File: src/rtl/bitclr_pkg.sv
package bitclr_pkg;

  typedef enum logic [1:0] {
    ST_IDLE  = 2'd0,
    ST_READ  = 2'd1,
    ST_WRITE = 2'd2
  } seq_state_e;

  typedef enum logic {
    FORM_IMM = 1'b0,
    FORM_REG = 1'b1
  } addr_form_e;

endpackage

File: src/rtl/bitclr_rst_sync.sv
module bitclr_rst_sync #(
  parameter int STAGES = 2
) (
  input  logic clk,
  input  logic rst_async_n,
  output logic rst_sync_n
);

  logic [STAGES-1:0] sync_q;

  // Asserts at once, releases after STAGES clock edges.
  always_ff @(posedge clk or negedge rst_async_n) begin
    if (!rst_async_n) sync_q <= '0;
    else              sync_q <= {sync_q[STAGES-2:0], 1'b1};
  end

  assign rst_sync_n = sync_q[STAGES-1];

endmodule

File: src/rtl/bitclr_operand.sv
module bitclr_operand
  import bitclr_pkg::*;
#(
  parameter int ADDR_W = 32,
  parameter int DISP_W = 16,
  parameter int BIT_W  = 3
) (
  input  logic              clk,
  input  logic              rst_n,
  input  logic              capture_en,
  input  addr_form_e        form,
  input  logic [ADDR_W-1:0] base_val,
  input  logic [DISP_W-1:0] disp,
  input  logic [BIT_W-1:0]  bit_imm,
  input  logic [ADDR_W-1:0] bit_reg,
  output logic [ADDR_W-1:0] addr_q,
  output logic [BIT_W-1:0]  bitsel_q
);

  localparam int EXT_W = ADDR_W - DISP_W;

  logic [ADDR_W-1:0] disp_ext;
  logic [ADDR_W-1:0] addr_d;
  logic [BIT_W-1:0]  bitsel_d;

  always_comb begin
    disp_ext = {{EXT_W{disp[DISP_W-1]}}, disp};
    if (form == FORM_REG) begin
      addr_d   = base_val;
      bitsel_d = bit_reg[BIT_W-1:0];
    end else begin
      addr_d   = base_val + disp_ext;
      bitsel_d = bit_imm;
    end
  end

  always_ff @(posedge clk or negedge rst_n) begin
    if (!rst_n) begin
      addr_q   <= '0;
      bitsel_q <= '0;
    end else if (capture_en) begin
      addr_q   <= addr_d;
      bitsel_q <= bitsel_d;
    end
  end

  // Captured operands only move on an accepted request.
  assert_operands_hold_R7: assert property (@(posedge clk) disable iff (!rst_n)
    !capture_en |=> $stable(addr_q) && $stable(bitsel_q));

endmodule

File: src/rtl/bitclr_seq.sv
module bitclr_seq
  import bitclr_pkg::*;
(
  input  logic clk,
  input  logic rst_n,
  input  logic start,
  output logic capture_en,
  output logic rd_en,
  output logic wr_en,
  output logic lock,
  output logic done
);

  seq_state_e state_q, state_d;

  always_comb begin
    state_d = state_q;
    unique case (state_q)
      ST_IDLE:  if (start) state_d = ST_READ;
      ST_READ:  state_d = ST_WRITE;
      ST_WRITE: state_d = ST_IDLE;
      default:  state_d = ST_IDLE;
    endcase
  end

  always_ff @(posedge clk or negedge rst_n) begin
    if (!rst_n) state_q <= ST_IDLE;
    else        state_q <= state_d;
  end

  always_comb begin
    capture_en = (state_q == ST_IDLE) && start;
    rd_en      = (state_q == ST_READ);
    wr_en      = (state_q == ST_WRITE);
    lock       = rd_en || wr_en;
    done       = wr_en;
  end

  assert_read_then_write_R5: assert property (@(posedge clk) disable iff (!rst_n)
    rd_en |=> wr_en);

  assert_write_follows_read_R5: assert property (@(posedge clk) disable iff (!rst_n)
    wr_en |-> $past(rd_en));

  assert_busy_start_dropped_R7: assert property (@(posedge clk) disable iff (!rst_n)
    (state_q != ST_IDLE) && start |=> !rd_en);

  assert_single_access_R9: assert property (@(posedge clk) disable iff (!rst_n)
    $onehot0({rd_en, wr_en}));

endmodule

File: src/rtl/bitclr_merge.sv
module bitclr_merge #(
  parameter int DATA_W = 8,
  parameter int BIT_W  = 3
) (
  input  logic [DATA_W-1:0] rdata,
  input  logic [BIT_W-1:0]  bitsel,
  output logic [DATA_W-1:0] wdata,
  output logic              z_new
);

  // One lane per data bit: the selected lane is forced low.
  for (genvar g = 0; g < DATA_W; g++) begin : g_lane
    assign wdata[g] = rdata[g] & (bitsel != BIT_W'(g));
  end

  assign z_new = ~rdata[bitsel];

endmodule

File: src/rtl/bitclr_rmw.sv
module bitclr_rmw
  import bitclr_pkg::*;
#(
  parameter int ADDR_W = 32,
  parameter int DISP_W = 16,
  parameter int DATA_W = 8
) (
  input  logic              clk,
  input  logic              rst_n,
  input  logic              start,
  input  logic              form_reg,
  input  logic [ADDR_W-1:0] base_val,
  input  logic [DISP_W-1:0] disp16,
  input  logic [2:0]        bit_imm,
  input  logic [ADDR_W-1:0] bit_reg,
  output logic              mem_rd,
  output logic              mem_wr,
  output logic              mem_lock,
  output logic [ADDR_W-1:0] mem_addr,
  output logic [DATA_W-1:0] mem_wdata,
  input  logic [DATA_W-1:0] mem_rdata,
  output logic              z_flag,
  output logic              z_upd,
  output logic              done
);

  localparam int BIT_W = $clog2(DATA_W);

  logic             rst_core_n;
  logic             capture_en;
  logic             rd_en, wr_en, lock, seq_done;
  logic [BIT_W-1:0] bitsel_q;
  logic             z_new;

  bitclr_rst_sync #(.STAGES(2)) u_rst_sync (
    .clk         (clk),
    .rst_async_n (rst_n),
    .rst_sync_n  (rst_core_n)
  );

  bitclr_seq u_seq (
    .clk        (clk),
    .rst_n      (rst_core_n),
    .start      (start),
    .capture_en (capture_en),
    .rd_en      (rd_en),
    .wr_en      (wr_en),
    .lock       (lock),
    .done       (seq_done)
  );

  bitclr_operand #(
    .ADDR_W (ADDR_W),
    .DISP_W (DISP_W),
    .BIT_W  (BIT_W)
  ) u_operand (
    .clk        (clk),
    .rst_n      (rst_core_n),
    .capture_en (capture_en),
    .form       (addr_form_e'(form_reg)),
    .base_val   (base_val),
    .disp       (disp16),
    .bit_imm    (bit_imm[BIT_W-1:0]),
    .bit_reg    (bit_reg),
    .addr_q     (mem_addr),
    .bitsel_q   (bitsel_q)
  );

  bitclr_merge #(
    .DATA_W (DATA_W),
    .BIT_W  (BIT_W)
  ) u_merge (
    .rdata  (mem_rdata),
    .bitsel (bitsel_q),
    .wdata  (mem_wdata),
    .z_new  (z_new)
  );

  assign mem_rd   = rd_en;
  assign mem_wr   = wr_en;
  assign mem_lock = lock;
  assign done     = seq_done;
  assign z_upd    = seq_done;
  assign z_flag   = seq_done & z_new;

  assert_lock_covers_access_R6: assert property (@(posedge clk) disable iff (!rst_core_n)
    (mem_rd || mem_wr) |-> mem_lock);

  assert_same_address_R9: assert property (@(posedge clk) disable iff (!rst_core_n)
    mem_wr |-> $stable(mem_addr));

  assert_done_with_flag_R5: assert property (@(posedge clk) disable iff (!rst_core_n)
    done |-> (z_upd && mem_wr));

  assert_done_pulse_R5: assert property (@(posedge clk) disable iff (!rst_core_n)
    done |=> !done);

  // Exactly one set bit disappears unless it was already clear.
  assert_one_bit_dropped_R4: assert property (@(posedge clk) disable iff (!rst_core_n)
    mem_wr |-> ($countones(mem_wdata) + (z_flag ? 0 : 1)) == $countones(mem_rdata));

  assert_flag_only_on_write_R3: assert property (@(posedge clk) disable iff (!rst_core_n)
    !mem_wr |-> !z_flag && !z_upd);

endmodule

File: config.mk
export PLATFORM = sky130hd
export DESIGN_NAME = bitclr_rmw
export DESIGN_NICKNAME = d
export VERILOG_FILES = /design/src/rtl/bitclr_pkg.sv /design/src/rtl/bitclr_rst_sync.sv /design/src/rtl/bitclr_operand.sv /design/src/rtl/bitclr_seq.sv /design/src/rtl/bitclr_merge.sv /design/src/rtl/bitclr_rmw.sv
export SDC_FILE = /design/constraint.sdc
export NUM_CORES = 1
export LEC_CHECK = 0
export ABC_AREA = 1
export BUFFER_PORTS_ARGS = -buffer_cell sky130_fd_sc_hd__buf_4
export CELL_PAD_IN_SITES_DETAIL_PLACEMENT = 1
export CELL_PAD_IN_SITES_GLOBAL_PLACEMENT = 1
export CORE_ASPECT_RATIO = 1.2
export CORE_MARGIN = 5
export CORE_UTILIZATION = 34
export DETAILED_ROUTE_END_ITERATION = 8
export PLACE_DENSITY_LB_ADDON = 0.1
export SYNTH_ARGS = -nofsm -noshare
export SYNTH_HDL_FRONTEND = slang
export SYNTH_SLANG_ARGS = --single-unit
File: constraint.sdc
create_clock -name clk -period 1.4 [get_ports clk]
set_clock_uncertainty 0.05 [all_clocks]
set_input_delay 0.28 -clock clk [delete_from_list [all_inputs] [get_ports clk]]
set_output_delay 0.28 -clock clk [all_outputs]
set_load 0.05 [all_outputs]
==> reports/qor.csv, run 1 <==
metric;value;unit
status;complete, but fails checks;
violations;negative setup slack;
routedWlPerCell;31.10;microns
synth.area.mux_share;0;%
cts_root_buf;clkbuf_16;
clk_latency;310;ps
yosysMostFrequentCell;nand2_1;
first_pass_iters;5;
grt.overflow.total;0;
grt_pass1_wl;39.94;mm
rsz0062_at_grt;true;
grt_usage;33.90;%
p_leak;4.538;nW
pre_cts_ws;-743.6;ps
timing.rr.start;u_seq.state_q[0];
n_fill_cell;1492;
hpwl;15.28;mm
ys_seq_area_share;22.46;%
initial_utilization;34.45;%
ys.flop_type;dfrtp_1;
max_freq;490.0;MHz
io_pins;141;
cts_made_buffers;5;
dieArea;15150;sq um
core;12610;sq um
crit_fanout;8;
rows;45;
yosysWarnings;0;
nNetsFinal;1126;
synth_nets;885;
setup_violations;50;
synth_top_area_cell;nand2_1;
synth_top_area_share;24.70;%
gp_congestion;0.8955;
clk_pin_slew;90;ps
synth_area;4345;sq um
powerDensity;1584;nW/um^2
worstPathRequired;1470;ps
setup_ws;-640.9;ps
synth_edf_count;0;
finalCritPeriodShare;145.8;%
maxSlewViolCount;0;
power.total;0.01387;W
utilization;69.44;%
hp-class;flop to asynchronous set/reset pin;
arrival;2110;ps
r2r_end;u_operand.addr_q[31];
synth_compound_area_share;10.86;%
syn_inst;754;
htree_num_levels;2;
start_kind;primary input;
routed_wl;36.10;mm
drive_gt1_share;54.72;%
area_growth_syn_to_layout;101.6;%
r2r_cells;10;
cp_slowest_cell;ha_4;
port_buffers;111;
vias;7078;
drt_iter0_drc;544;
r2r_setup_slack;-550;ps
avgSynthCellArea;5.763;sq um
synth_area_leaders;nand2_1, dfrtp_1, inv_1, ha_1, nor2_1;
ir_drop;1.422;mV
drt.antenna.violating_nets;0;
antenna_found_initial;0;
die_w;113.2;microns
die_height;133.8;microns
drc;0;
yosys-top-cells-count;nand2_1, inv_1, nor2_1;
crit_type;primary input to flop;
path_common_cell;nand2_1;
synth-xor-area-share;2.620;%
grt_pass1_vias;7040;
hold_viol_final;0;
cts_tree;built;
async_reset_ff_share;100.0;%
cp-end-kind;flop;
finalCriticalPeriod;2041;ps
synth_top_family_by_area;simple AND/OR/NAND/NOR gates;
grt_start_max_net_pins;38;
synthSimpleGateAreaFrac;40.40;%
crit_chain;buf_16, buf_4, ha_4, nand2_4, inv_1, nand2_1, nand2_1, nand2_1, nand2_1, a21oi_2, nand2_2, nand2_1, nand3_1, nand2_1, nand2_1;
viasPerCell;6.096;
design_area;8758;sq um
worst_path_largest_cell_delay;240;ps
placed_cell_area;6566;sq um
ys_ff_latch;39;
synthAdderAreaFrac;10.54;%
drv_cap;0;
clock_path_buffers;2;
synth_cell_types;33;
cts_num_sinks;39;
==> metrics by stage <==
stage          hold slack, ps  TNS, ps  instances
2_1_floorplan          -65.59    -2748        754
3_3_place_gp            13.12   -14940       1112
3_5_place_dp            14.94   -16590       1112
4_1_cts                 192.6    -7489       1142
5_1_grt                 244.3   -19530       1160
6_report                218.9   -18270       1161
==> worst max-delay path, delay by kind of cell <==
| kind | cells | cell delay (ps) |
|---|---|---|
| AOI/OAI and AO/OA | 1 | 160 |
| adders and majority gates | 1 | 240 |
| buffers and inverters | 3 | 360 |
| and+or+nand+nor | 10 | 1040 |
==> power breakdown <==
group | switching (W) | leakage [nW] | internal, W
Combinational | 0.00633 | 3.99 | 0.00377
Sequential | 0.000581 | 0.466 | 0.00166
Clock | 0.000674 | 0.0838 | 0.000848
==> area by class of cell <==
type,instances,area [sq um],share of cell area [%]
clock buffers,5,125.1,1.429
repair buffers,250,2386,27.24
inverters,130,530.5,6.057
diodes,1,2.502,0.02857
well taps,164,205.2,2.343
clock inverters,3,43.79,0.5000
flip-flops and latches,39,978.4,11.17
multi-input cells,569,4487,51.23
==> flip-flops by register name (all words and copies together) (netlist names) <==
signal	cells
u_operand.addr_q	32
u_rst_sync.sync_q	2
u_seq.state_q	2
u_operand.bitsel_q	3
==> how the worst max path moves through the flow <==
stage | startpoint | endpoint | slack, ps | cells after the start
CTS | u_operand.bitsel_q[1] | z_flag | -390 | 5
detailed placement | disp16[15] | u_operand.addr_q[26] | -740 | 11
global route | base_val[0] | u_operand.addr_q[24] | -670 | 13
global placement | disp16[15] | u_operand.addr_q[26] | -680 | 11
finish | disp16[15] | u_operand.addr_q[31] | -640 | 15
floorplan | base_val[0] | u_operand.addr_q[28] | -240 | 12
==> kinds of logic (layout without fill, tap and decap cells) <==
family / after synthesis / in the layout
AND/OR/NAND/NOR: 433 / 433
buffers and inverters: 146 / 388
AO/OA/AOI/OAI: 86 / 86
flip-flops: 39 / 39
adder cells (fa/ha/maj): 36 / 36
XOR/XNOR: 13 / 13
other: 1 / 2
==> what timing repair did <==
action / in CTS / in global routing
resized for setup: 258 / 173
pin swaps: 99 / 96
setup buffers: 22 / 20
hold buffers: 1 / 0
hold endpoints to repair: 2 / 0
cloned: 5 / 1
setup endpoints to repair: 49 / 49
==> cells in the final DEF, fill, tap and decap left out, types with 4 or more instances in the layout <==
| master | n |
|---|---|
| nor2_2 | 19 |
| nand3_1 | 23 |
| clkbuf_16 | 6 |
| ha_4 | 33 |
| o21a_1 | 5 |
| buf_12 | 10 |
| buf_8 | 11 |
| a21oi_2 | 12 |
| o21ai_1 | 14 |
| nand3_4 | 10 |
| nand2_2 | 71 |
| buf_4 | 178 |
| nand2_8 | 8 |
| buf_6 | 43 |
| buf_16 | 6 |
| a21oi_4 | 7 |
| inv_1 | 103 |
| nor2_4 | 13 |
| o21ai_0 | 10 |
| inv_4 | 9 |
| xor2_1 | 4 |
| a21oi_1 | 17 |
| nand3_2 | 14 |
| nor2_1 | 52 |
| o21ai_2 | 9 |
| dfrtp_1 | 37 |
| nand2_4 | 45 |
| inv_2 | 15 |
| nand2_1 | 170 |
==> layer usage <==
layer	vias up	global-route usage, %	share of wire, %
met4	0	24.45	11
met5	-	0	0
met2	565	63.93	48
li1	2804	-	-
met3	288	4.558	7.5
met1	3421	33.40	33
No activity file was read; power rests on OpenSTA's default activity.
==> run 2, diff against run 1 <==
- ABC_AREA: 1 -> default
- CORE_UTILIZATION: 34 -> 36
==> run 2 against run 1 <==
- the flow still finishes with violations (negative setup slack)
- power decreased by 10%
- fmax decreased by 21%
- synthesized area decreased by 14%
==> reports/qor.csv, run 2 <==
metric;value;unit
status;complete, but fails checks;
violations;negative setup slack;
arrival;2710;ps
drt.antenna.violating_nets;0;
drv_cap;0;
port_buffers;111;
cts_tree;built;
cts_num_sinks;39;
ir_drop;1.298;mV
finalSetupTns;-27430;ps
setup_ws;-1186;ps
largest_register_ffs;32;
nNetsFinal;849;
initial_utilization;37.09;%
grt.overflow.total;0;
synth_edf_count;0;
dpl.cell_count;801;
crit_type;primary input to flop;
viasPerCell;6.751;
synth_nets;593;
gp_congestion;0.9793;
synth_cell_types;61;
finalCritPeriodShare;184.7;%
cts_made_buffers;5;
ys_seq_area_share;26.16;%
final_common_cell;buf_4;
start_kind;primary input;
synth_area;3731;sq um
clk_latency;300;ps
largestRegisters;u_operand.addr_q: 32 flops, u_operand.bitsel_q: 3 flops;
die_w;102.9;microns
drive_gt1_share;56.61;%
max_freq;386.7;MHz
synth_area_leaders;dfrtp_1, ha_1, a21oi_1, nand2_1, xnor2_1;
core;10060;sq um
antenna_found_initial;3;
cp-end-kind;flop;
hp-class;flop to asynchronous set/reset pin;
hold_viol_final;0;
final_cell_mix;buf_4, nand2_1, dfrtp_1;
grt_start_max_net_pins;32;
syn_inst;462;
worstPathRequired;1520;ps
worst_pin_slew;743.4;ps
powerDensity;1727;nW/um^2
grt_pass1_vias;5838;
maxSlewViolCount;0;
crit_fanout;9;
clock_path_buffers;2;
area_growth_syn_to_layout;92.86;%
htree_num_levels;2;
hold_slack;204.3;ps
top_register;u_operand.addr_q;
synth_top_area_share;26.16;%
die_height;121.5;microns
rsz0062_at_grt;true;
routedWlPerCell;33.15;microns
io_pins;141;
avgSynthCellArea;8.076;sq um
setup_violations;47;
finalCriticalPeriod;2586;ps
rows;40;
yosys-top-cells-count;nand2_1, a21oi_1, dfrtp_1;
routed_wl;28.11;mm
max_slew_margin;50.44;%
grt_usage;34.09;%
cts_root_buf;clkbuf_16;
drc;0;
ys_ff_latch;39;
drt_iter0_drc;510;
n_fill_cell;1036;
fin_cells;848;
clk_pin_slew;70;ps
dieArea;12510;sq um
grt_pass1_wl;32.57;mm
vias;5725;
yosysMostFrequentCell;nand2_1;
async_reset_ff_share;100.0;%
synth_top_area_cell;dfrtp_1;
first_pass_iters;5;
ys.flop_type;dfrtp_1;
pre_cts_ws;-1168;ps
utilization;71.53;%
hpwl;12.41;mm
yosysWarnings;0;
p_leak;3.313;nW
-- run 2: cell types whose count changed after synthesis, sizes merged, moves of 9 or more --
cell and change:
a21o +12, inv -120, and3 +12, nor2 -54, mux2i +10, a21oi +15, xnor2 +11, nand2 -237
clkbuf +9, nand3 -31, o21ai +13
-- run 2: power breakdown --
group / internal [W] / total, W / switching (W) / leakage, nW
clock network: 0.000890 / 0.00145 / 0.000563 / 0.0869
logic: 0.00331 / 0.00882 / 0.00551 / 2.75
registers: 0.00164 / 0.00215 / 0.000512 / 0.477
-- run 2: cell families (layout without fill, tap and decap cells) --
family | count (synthesis) | count (layout) | synth area share [%]
AOI/OAI and AO/OA | 168 | 168 | 29.14
xor gates and xnor gates | 25 | 25 | 5.869
adders and majority gates | 36 | 36 | 12.27
buffers and inverters | 34 | 291 | 3.689
DFF | 39 | 39 | 26.16
muxes | 12 | 12 | 3.890
other | 1 | 4 | 0.1005
and+or+nand+nor | 147 | 147 | 18.88
-- run 2: layer usage --
metal | up-vias | global-route usage (%) | wire length, microns
li1 | 2218 | - | -
met1 | 2772 | 35.68 | 9350
met2 | 509 | 63.40 | 13560
met3 | 226 | 4.600 | 2456
met4 | 0 | 19.27 | 2747
met5 | - | 0 | 0
-- run 2: per-stage QoR --
stage | instance area, sq um | power (W)
floorplan | 4115 | 0.006147
global placement | 5974 | 0.008386
detailed placement | 5974 | 0.008633
CTS | 6746 | 0.01081
global route | 7188 | 0.01270
finish | 7196 | 0.01242
-- run 2: area by class of cell --
class                      count  area [sq um]  area share (%)
timing repair buffer         274          2361           32.81
tap                          126         157.7           2.191
clock buffer                   6         138.9           1.930
multi-input combinational    389          3477           48.32
antenna                        3         7.507          0.1043
inverter                       9         41.29          0.5738
clock inverter                 2         35.03          0.4869
sequential                    39         977.2           13.58
-- run 2: worst paths after layout --
| path | from | to | slack [ps] | cells past startpoint |
|---|---|---|---|---|
| worst min-delay path | u_rst_sync.sync_q[1] | u_operand.bitsel_q[2] | 200 | 1 |
| min in group clk | bit_imm[2] | u_operand.bitsel_q[2] | 240 | 3 |
| worst max register to register | u_seq.state_q[1] | u_operand.addr_q[24] | -570 | 8 |
| worst max-delay path | disp16[15] | u_operand.addr_q[29] | -1190 | 10 |
| max in group asynchronous | u_rst_sync.sync_q[1] | u_operand.addr_q[14] | 760 | 1 |
| worst min register to register | u_rst_sync.sync_q[1] | u_operand.bitsel_q[2] | 200 | 1 |
-- run 2: critical path, cell delays in order --
cell and delay [ps]:
buf_12 140, buf_16 140, ha_1 310, buf_4 180, a21oi_1 610, buf_4 250
nand3_1 130, o211ai_1 210, mux2i_1 300, nand3_1 140
-- run 2: what timing repair did --
action | in CTS | in global routing
hold buffers | 1 | 0
cloned | 1 | 0
setup endpoints to repair | 45 | 49
setup buffers | 14 | 23
pin swaps | 66 | 53
resized for setup | 102 | 65
hold endpoints to repair | 2 | 0
